**config.mk**
```make
export PLATFORM = sky130hd
export DESIGN_NAME = sc_chg_supervisor
export DESIGN_NICKNAME = d
export VERILOG_FILES = /design/src/rtl/sc_chg_pkg.sv /design/src/rtl/sc_sync.sv /design/src/rtl/sc_deglitch.sv /design/src/rtl/sc_blink.sv /design/src/rtl/sc_chg_supervisor.sv
export SDC_FILE = /design/constraint.sdc
export NUM_CORES = 1
export LEC_CHECK = 0
export BUFFER_PORTS_ARGS = -buffer_cell sky130_fd_sc_hd__buf_4
export CAP_MARGIN = 15
export CORE_ASPECT_RATIO = 0.7
export CORE_UTILIZATION = 30
export CTS_CLUSTER_SIZE = 40
export DETAILED_ROUTE_END_ITERATION = 8
export HOLD_SLACK_MARGIN = 0.08
export PLACE_DENSITY_LB_ADDON = 0.1
export REMOVE_ABC_BUFFERS = 1
export SLEW_MARGIN = 20
export SYNTH_ARGS = -nofsm -noshare
export SYNTH_HDL_FRONTEND = slang
export SYNTH_SLANG_ARGS = --single-unit
export TNS_END_PERCENT = 30
```
**constraint.sdc**
```tcl
create_clock -name clk -period 3.6 [get_ports clk]
set_input_delay 0.72 -clock clk [delete_from_list [all_inputs] [get_ports clk]]
set_output_delay 0.72 -clock clk [all_outputs]
set_load 0.1 [all_outputs]
```
**src/rtl/sc_chg_pkg.sv**
```systemverilog
package sc_chg_pkg;

  typedef enum logic [2:0] {
    M_OFF    = 3'd0,
    M_DIS    = 3'd1,
    M_SLEEP  = 3'd2,
    M_CHECK  = 3'd3,
    M_ACTIVE = 3'd4,
    M_STBY   = 3'd5,
    M_FAULT  = 3'd6
  } mode_e;

  typedef enum logic [1:0] {
    I_OFF   = 2'd0,
    I_FULL  = 2'd1,
    I_ZERO  = 2'd2,
    I_THERM = 2'd3
  } iref_e;

  // positions in the synchronized flag vector
  localparam int F_UV    = 0;
  localparam int F_OV    = 1;
  localparam int F_HD    = 2;
  localparam int F_OCP   = 3;
  localparam int F_TREG  = 4;
  localparam int F_TSHUT = 5;
  localparam int F_SHORT = 6;
  localparam int F_OPEN  = 7;
  localparam int F_FULL  = 8;
  localparam int F_CEN   = 9;
  localparam int NFLAG   = 10;

endpackage

```
**src/rtl/sc_sync.sv**
```systemverilog
module sc_sync #(
  parameter int WIDTH = 1
) (
  input  logic             clk,
  input  logic             rst,
  input  logic [WIDTH-1:0] d,
  output logic [WIDTH-1:0] q
);
  logic [WIDTH-1:0] meta;

  always_ff @(posedge clk) begin
    if (rst) begin
      meta <= '0;
      q    <= '0;
    end else begin
      meta <= d;
      q    <= meta;
    end
  end
endmodule

```
**src/rtl/sc_deglitch.sv**
```systemverilog
module sc_deglitch #(
  parameter int CYC = 100
) (
  input  logic clk,
  input  logic rst,
  input  logic arm,
  input  logic flag,
  output logic trip
);
  localparam int CW = $clog2(CYC + 1);
  logic [CW-1:0] cnt;

  always_ff @(posedge clk) begin
    if (rst || !arm || !flag) begin
      cnt  <= '0;
      trip <= 1'b0;
    end else if (cnt == CW'(CYC - 1)) begin
      trip <= 1'b1;
    end else begin
      cnt  <= cnt + 1'b1;
      trip <= 1'b0;
    end
  end
endmodule

```
**src/rtl/sc_blink.sv**
```systemverilog
module sc_blink #(
  parameter int HALF = 50
) (
  input  logic clk,
  input  logic rst,
  input  logic en,
  output logic phase
);
  localparam int CW = $clog2(HALF + 1);
  logic [CW-1:0] cnt;

  always_ff @(posedge clk) begin
    if (rst || !en) begin
      cnt   <= '0;
      phase <= 1'b0;
    end else if (cnt == CW'(HALF - 1)) begin
      cnt   <= '0;
      phase <= ~phase;
    end else begin
      cnt <= cnt + 1'b1;
    end
  end
endmodule

```
**src/rtl/sc_chg_supervisor.sv**
```systemverilog
module sc_chg_supervisor
  import sc_chg_pkg::*;
#(
  parameter int CLK_HZ   = 100_000_000,
  parameter int DGL_US   = 100,
  parameter int BLINK_HZ = 1
) (
  input  logic       clk,
  input  logic       rst,
  input  logic       ce_n,
  input  logic       in_ok,
  input  logic       in_ov,
  input  logic       headroom_ok,
  input  logic       ocp,
  input  logic       treg,
  input  logic       tshut,
  input  logic       iset_short,
  input  logic       iset_open,
  input  logic       out_full,
  output logic [2:0] mode,
  output logic       chg_en,
  output logic [1:0] iref_sel,
  output logic       stat_n,
  output logic       pg_n
);
  localparam int DGL_CYC    = (CLK_HZ / 1_000_000) * DGL_US;
  localparam int BLINK_HALF = CLK_HZ / (2 * BLINK_HZ);

  logic [NFLAG-1:0] flg_raw, flg_s;
  logic uv_s, ov_s, hd_s, ocp_s, treg_s, ts_s, short_s, open_s, full_s, ce_s;

  assign flg_raw[F_UV]    = in_ok;
  assign flg_raw[F_OV]    = in_ov;
  assign flg_raw[F_HD]    = headroom_ok;
  assign flg_raw[F_OCP]   = ocp;
  assign flg_raw[F_TREG]  = treg;
  assign flg_raw[F_TSHUT] = tshut;
  assign flg_raw[F_SHORT] = iset_short;
  assign flg_raw[F_OPEN]  = iset_open;
  assign flg_raw[F_FULL]  = out_full;
  assign flg_raw[F_CEN]   = ce_n;

  sc_sync #(.WIDTH(NFLAG)) u_sync (
    .clk(clk), .rst(rst), .d(flg_raw), .q(flg_s)
  );

  assign uv_s    = flg_s[F_UV];
  assign ov_s    = flg_s[F_OV];
  assign hd_s    = flg_s[F_HD];
  assign ocp_s   = flg_s[F_OCP];
  assign treg_s  = flg_s[F_TREG];
  assign ts_s    = flg_s[F_TSHUT];
  assign short_s = flg_s[F_SHORT];
  assign open_s  = flg_s[F_OPEN];
  assign full_s  = flg_s[F_FULL];
  assign ce_s    = flg_s[F_CEN];

  mode_e state, nxt;
  logic  flt_latch, flt_set, flt_next;
  logic  ocp_trip, blink_en, blink_ph;

  sc_deglitch #(.CYC(DGL_CYC)) u_dgl (
    .clk(clk), .rst(rst), .arm(state == M_ACTIVE), .flag(ocp_s), .trip(ocp_trip)
  );

  assign blink_en = (state == M_FAULT) || (state == M_STBY && ov_s);

  sc_blink #(.HALF(BLINK_HALF)) u_blink (
    .clk(clk), .rst(rst), .en(blink_en), .phase(blink_ph)
  );

  // latched fault: set by startup short check or deglitched overcurrent,
  // cleared by enable release or input loss
  always_comb begin
    flt_set  = (state == M_CHECK && short_s) || ocp_trip;
    flt_next = (!uv_s || ce_s) ? 1'b0 : (flt_latch || flt_set);
  end

  always_comb begin
    if (!uv_s)                   nxt = M_OFF;
    else if (ce_s)               nxt = M_DIS;
    else if (flt_next)           nxt = M_FAULT;
    else if (!hd_s)              nxt = M_SLEEP;
    else if (ov_s || ts_s)       nxt = M_STBY;
    else if (state == M_ACTIVE || state == M_CHECK) nxt = M_ACTIVE;
    else                         nxt = M_CHECK;
  end

  always_ff @(posedge clk) begin
    if (rst) begin
      state     <= M_OFF;
      flt_latch <= 1'b0;
      chg_en    <= 1'b0;
      iref_sel  <= I_OFF;
      stat_n    <= 1'b1;
      pg_n      <= 1'b1;
    end else begin
      state     <= nxt;
      flt_latch <= flt_next;
      chg_en    <= (nxt == M_ACTIVE);
      if (nxt != M_ACTIVE)  iref_sel <= I_OFF;
      else if (open_s)      iref_sel <= I_ZERO;
      else if (treg_s)      iref_sel <= I_THERM;
      else                  iref_sel <= I_FULL;
      pg_n <= !(uv_s && hd_s && !ov_s);
      if (nxt == M_OFF)     stat_n <= 1'b1;
      else if (blink_en)    stat_n <= blink_ph;
      else                  stat_n <= !full_s;
    end
  end

  assign mode = state;

endmodule

```
==> flow_results.org <==
** Outcome
- The flow ran to the end, and the final reports show no timing, DRC or antenna violations.

** STA
- After routing, the total negative slack on setup checks comes to 0 ps.
- The worst pin sits at a relative slew slack of between 60% and 70%.
- Worst Clk Skew :: ~8 ps
- For this run, the top clock speed supported by timing is just under 0.5 GHz.
- Transition time of the tightest slew-check pin :: 563.3 ps
- Min Clock Period, post-route :: between 2000 and 2500 ps
- The final number of max-transition violations came to 0.
- Unrepaired setup endpoints after global routing :: no
- Setup violations remaining at the end of the flow were counted as 0.
- Period utilisation layout :: about 58%
- Final hold viol count :: 0

** Power and ir drop
- Total power of the final layout :: about 1.7 mW
- Power spread over the standard cell area amounts to 497.3 mW/mm2.
- Total leakage power :: about 1.1 nW
- The worst-case IR drop observed on VDD is ~0.22 mV.
- Internal Dissipation :: between 1 and 1.5 mW
- Of the total power, combinational logic draws 1.6%.
- Summed over all nets, the switching power comes to 0.4056 mW.
- Net switching is a little under a quarter of the power.
- The clock network accounts for 51.5% of the total power.
- Reg power frac :: 46.8%

** Worst setup path
- The worst setup path is of the flop to flop kind.
- The worst setup path is launched from a flop.
- Data arrival, critical path :: 2290 ps
- Peak fanout along the critical path :: 16
- Setup slack on the worst reg-to-reg path comes out at about 1500 ps.
- Element type at the critical path end :: flop
- Data required time at the worst endpoint :: around 3800 ps

** Synth
- The synthesized design contains 71 register bits.
- Cell variety after synth :: 42
- Sequential fraction of the synthesis area :: 49.18%
- Total number of yosys warnings :: 0
- Among all flip-flop cells after synthesis, the most frequent one is sky130_fd_sc_hd__dfxtp_1.
- After synthesis the cells add up to just under 0.003 mm2.
- The cell count after synthesis came out at 308.
- In the synthesized netlist the async set-or-reset flop fraction comes to 0%.
- Number of enable-type register cells in the synthesized netlist :: 0
- The average instance in the mapped netlist occupies 9.384 um2.

** Layout
- Of the cells placed in the final design, the portion with a size suffix greater than 1 is between 10% and 20%.
- The multi-input combinational cells in the finished layout cover a total of around 0.0014 mm2.
- Post-route core utilization :: between 30% and 40%
- The area growth from synthesis to layout is 18.83%.
- Final layout net count :: around 340
- Antenna cells :: 0
- Number of filler cells placed in the layout :: between 900 and 1000
- Highest-count cells in the layout ignoring fill and taps :: sky130_fd_sc_hd__dfxtp_1 (71), sky130_fd_sc_hd__nor2_1 (37), sky130_fd_sc_hd__nor2b_1 (26)
- Most common cell after layout, fill and taps aside :: sky130_fd_sc_hd__dfxtp_1
- After the flow finishes, the layout carries non-filler instances totaling 457.
- Seq. cell area :: between 0.001 and 0.0015 mm2
- Summed area of non-filler cells in the final layout :: 0.003435 mm2

** CTS
- Count of H-tree levels built during CTS :: 3
- Num Clock Sinks :: 71
- Buffer levels on the longest clock path :: 2
- Post-CTS timing repair inserted 0 buffers for setup.
- CTS tree :: done
- Skew-Pair Late Insertion Delay :: 340 ps
- Buffers inserted to repair hold after CTS numbered 0.
- Resized Gates After CTS :: 0
- Clock transition at the register clock pins on the worst setup and hold paths after CTS :: roughly 70 ps
- CTS Root Cell :: sky130_fd_sc_hd__clkbuf_16
- Inserted Clock Buffers :: 9

** Detailed routing
- Vias per inst :: about 4.6
- In the final routed layout, each cell accounts on average for 12.24 um.
- DR pass1 iterations :: 4
- The detailed router placed about 2100 vias in this run.
- Drc violations :: 0
- Overall routed net length :: about 5600 um
- Once detail routing completed, the nets flagged for antenna violations numbered 0.
- After the first detailed-routing iteration, the DRC count stood at 91.

** Floorplan
- IO Pins :: 20
- Core Box Area :: 0.009216 mm2
- Starting density of the core :: between 30% and 40%
- From left edge to right edge, the die measures approximately 120 um.
- The die is around 84 um tall.
- Area enclosed by the die boundary :: ~0.010 mm2
- Site row count :: 29

** GRT
- Entering global routing, the biggest net connects 23 pins.
- Wire length of the first global-routing pass :: between 9000 and 10000 um
- Tot GR Track Use :: between 10% and 20%
- Overflow left after global routing :: 0
- Number of global-route vias before repair :: between 1500 and 2000
- The number of antenna violations at the first check in global routing is 0.

** Placement
- The number of placed instances, taps included, is 441.
- Final GP Congestion :: around 0.7
- In this run the cell area measured after placement is 0.003141 mm2.
- Detailed placement finished with a half-perimeter wire length of ~3800 um.
- The count of buffers added on input and output ports is 19.

** Worst hold path
- The worst hold path belongs to the class flop to flop.

** Flow run
- Across the run, the number of max-cap violations was 0.
==> area by class of cell <==
| type | instances | share of cell area [%] |
|---|---|---|
| Tap cell | 124 | 4.517 |
| Inverter | 5 | 0.5464 |
| Multi-Input combinational cell | 221 | 40.62 |
| Sequential cell | 71 | 41.38 |
| Timing Repair Buffer | 20 | 4.372 |
| Clock inverter | 7 | 2.004 |
| Clock buffer | 9 | 6.557 |
==> worst paths after layout <==
kind,start,endpoint,cells after the start
min reg2reg,u_sync.q[7]$_SDFF_PP0_,iref_sel[0]$_SDFF_PP0_,1
max,u_blink.cnt[4]$_SDFF_PP0_,u_blink.cnt[4]$_SDFF_PP0_,5
min,u_sync.q[7]$_SDFF_PP0_,iref_sel[0]$_SDFF_PP0_,1
max reg2reg,u_blink.cnt[4]$_SDFF_PP0_,u_blink.cnt[4]$_SDFF_PP0_,5
==> cell usage after synthesis (2+ instances only) <==
cell type	instances	area share, %
sky130_fd_sc_hd__dfxtp_1	71	49
sky130_fd_sc_hd__and2_1	5	1.1
sky130_fd_sc_hd__and3_1	7	1.5
sky130_fd_sc_hd__o21a_1	2	0.52
sky130_fd_sc_hd__and3b_1	2	0.61
sky130_fd_sc_hd__a21oi_1	10	1.7
sky130_fd_sc_hd__xor2_1	8	2.4
sky130_fd_sc_hd__nand4_1	17	3.7
sky130_fd_sc_hd__nand3_1	16	2.8
sky130_fd_sc_hd__nand4b_1	2	0.61
sky130_fd_sc_hd__nand3b_1	2	0.52
sky130_fd_sc_hd__xnor2_1	17	5.2
sky130_fd_sc_hd__nor2_1	37	4.8
sky130_fd_sc_hd__or3_1	7	1.5
sky130_fd_sc_hd__buf_4	3	0.78
sky130_fd_sc_hd__buf_2	2	0.35
sky130_fd_sc_hd__a21oi_2	3	0.91
sky130_fd_sc_hd__inv_1	5	0.65
sky130_fd_sc_hd__ha_1	2	0.87
sky130_fd_sc_hd__nand2b_1	4	0.87
sky130_fd_sc_hd__clkbuf_1	6	0.78
sky130_fd_sc_hd__nor4_1	8	1.7
sky130_fd_sc_hd__nor2b_1	26	5.6
sky130_fd_sc_hd__mux2i_1	2	0.69
sky130_fd_sc_hd__and4_1	4	1.2
sky130_fd_sc_hd__o21ai_0	11	1.9
sky130_fd_sc_hd__nand2_1	7	0.91
sky130_fd_sc_hd__nor3_1	8	1.4
==> power by group through the flow <==
stage / sequential [mW] / combinational [mW] / clock [mW]
floorplan: 0.820 / 0.0102 / 0
global placement: 0.818 / 0.0283 / 0
detailed placement: 0.818 / 0.0283 / 0
CTS: 0.800 / 0.0283 / 0.914
global route: 0.801 / 0.0307 / 0.943
finish: 0.800 / 0.0278 / 0.880
==> routing by layer <==
layer	wire length [um]	vias to the layer above	global-route usage, %
met5	0	-	0
met4	96	0	5.795
met3	286	8	5.191
met2	2070	48	16.01
met1	3137	940	17.73
li1	-	1127	-
==> cell families after synthesis <==
logic type | count (synthesis) | share of synthesized area (%)
AND/OR/NAND/NOR | 158 | 31.17
flip-flops | 71 | 49.18
AO/OA/AOI/OAI | 34 | 7.966
XOR/XNOR | 25 | 7.576
buffers and inverters | 16 | 2.554
multiplexers | 2 | 0.6927
adder cells (fa/ha/maj) | 2 | 0.8657
==> critical path, stage by stage (launching register included) <==
cell and delay (ps):
sky130_fd_sc_hd__dfxtp_1 420, sky130_fd_sc_hd__and4_1 430, sky130_fd_sc_hd__nand3_1 200, sky130_fd_sc_hd__o31ai_4 500, sky130_fd_sc_hd__buf_4 330, sky130_fd_sc_hd__nor2_1 80
==> registers in the layout, indices dropped and copies added (netlist names) <==
name / cells
mode: 3
u_sync.q: 10
u_blink.cnt: 26
u_sync.meta: 10
flt_latch: 1
u_dgl.trip: 1
iref_sel: 2
stat_n: 1
chg_en: 1
u_dgl.cnt: 14
u_blink.phase: 1
pg_n: 1
==> stage by stage <==
step           hold WS [ps]  worst slack (ps)
4_1_cts               420.9              1486
6_report              417.9              1524
5_1_grt               433.4              1321
3_5_place_dp          406.2              1519
2_1_floorplan         392.5              1585
3_3_place_gp          409.4              1527
Note: power is estimated with default switching activity, not from simulation.
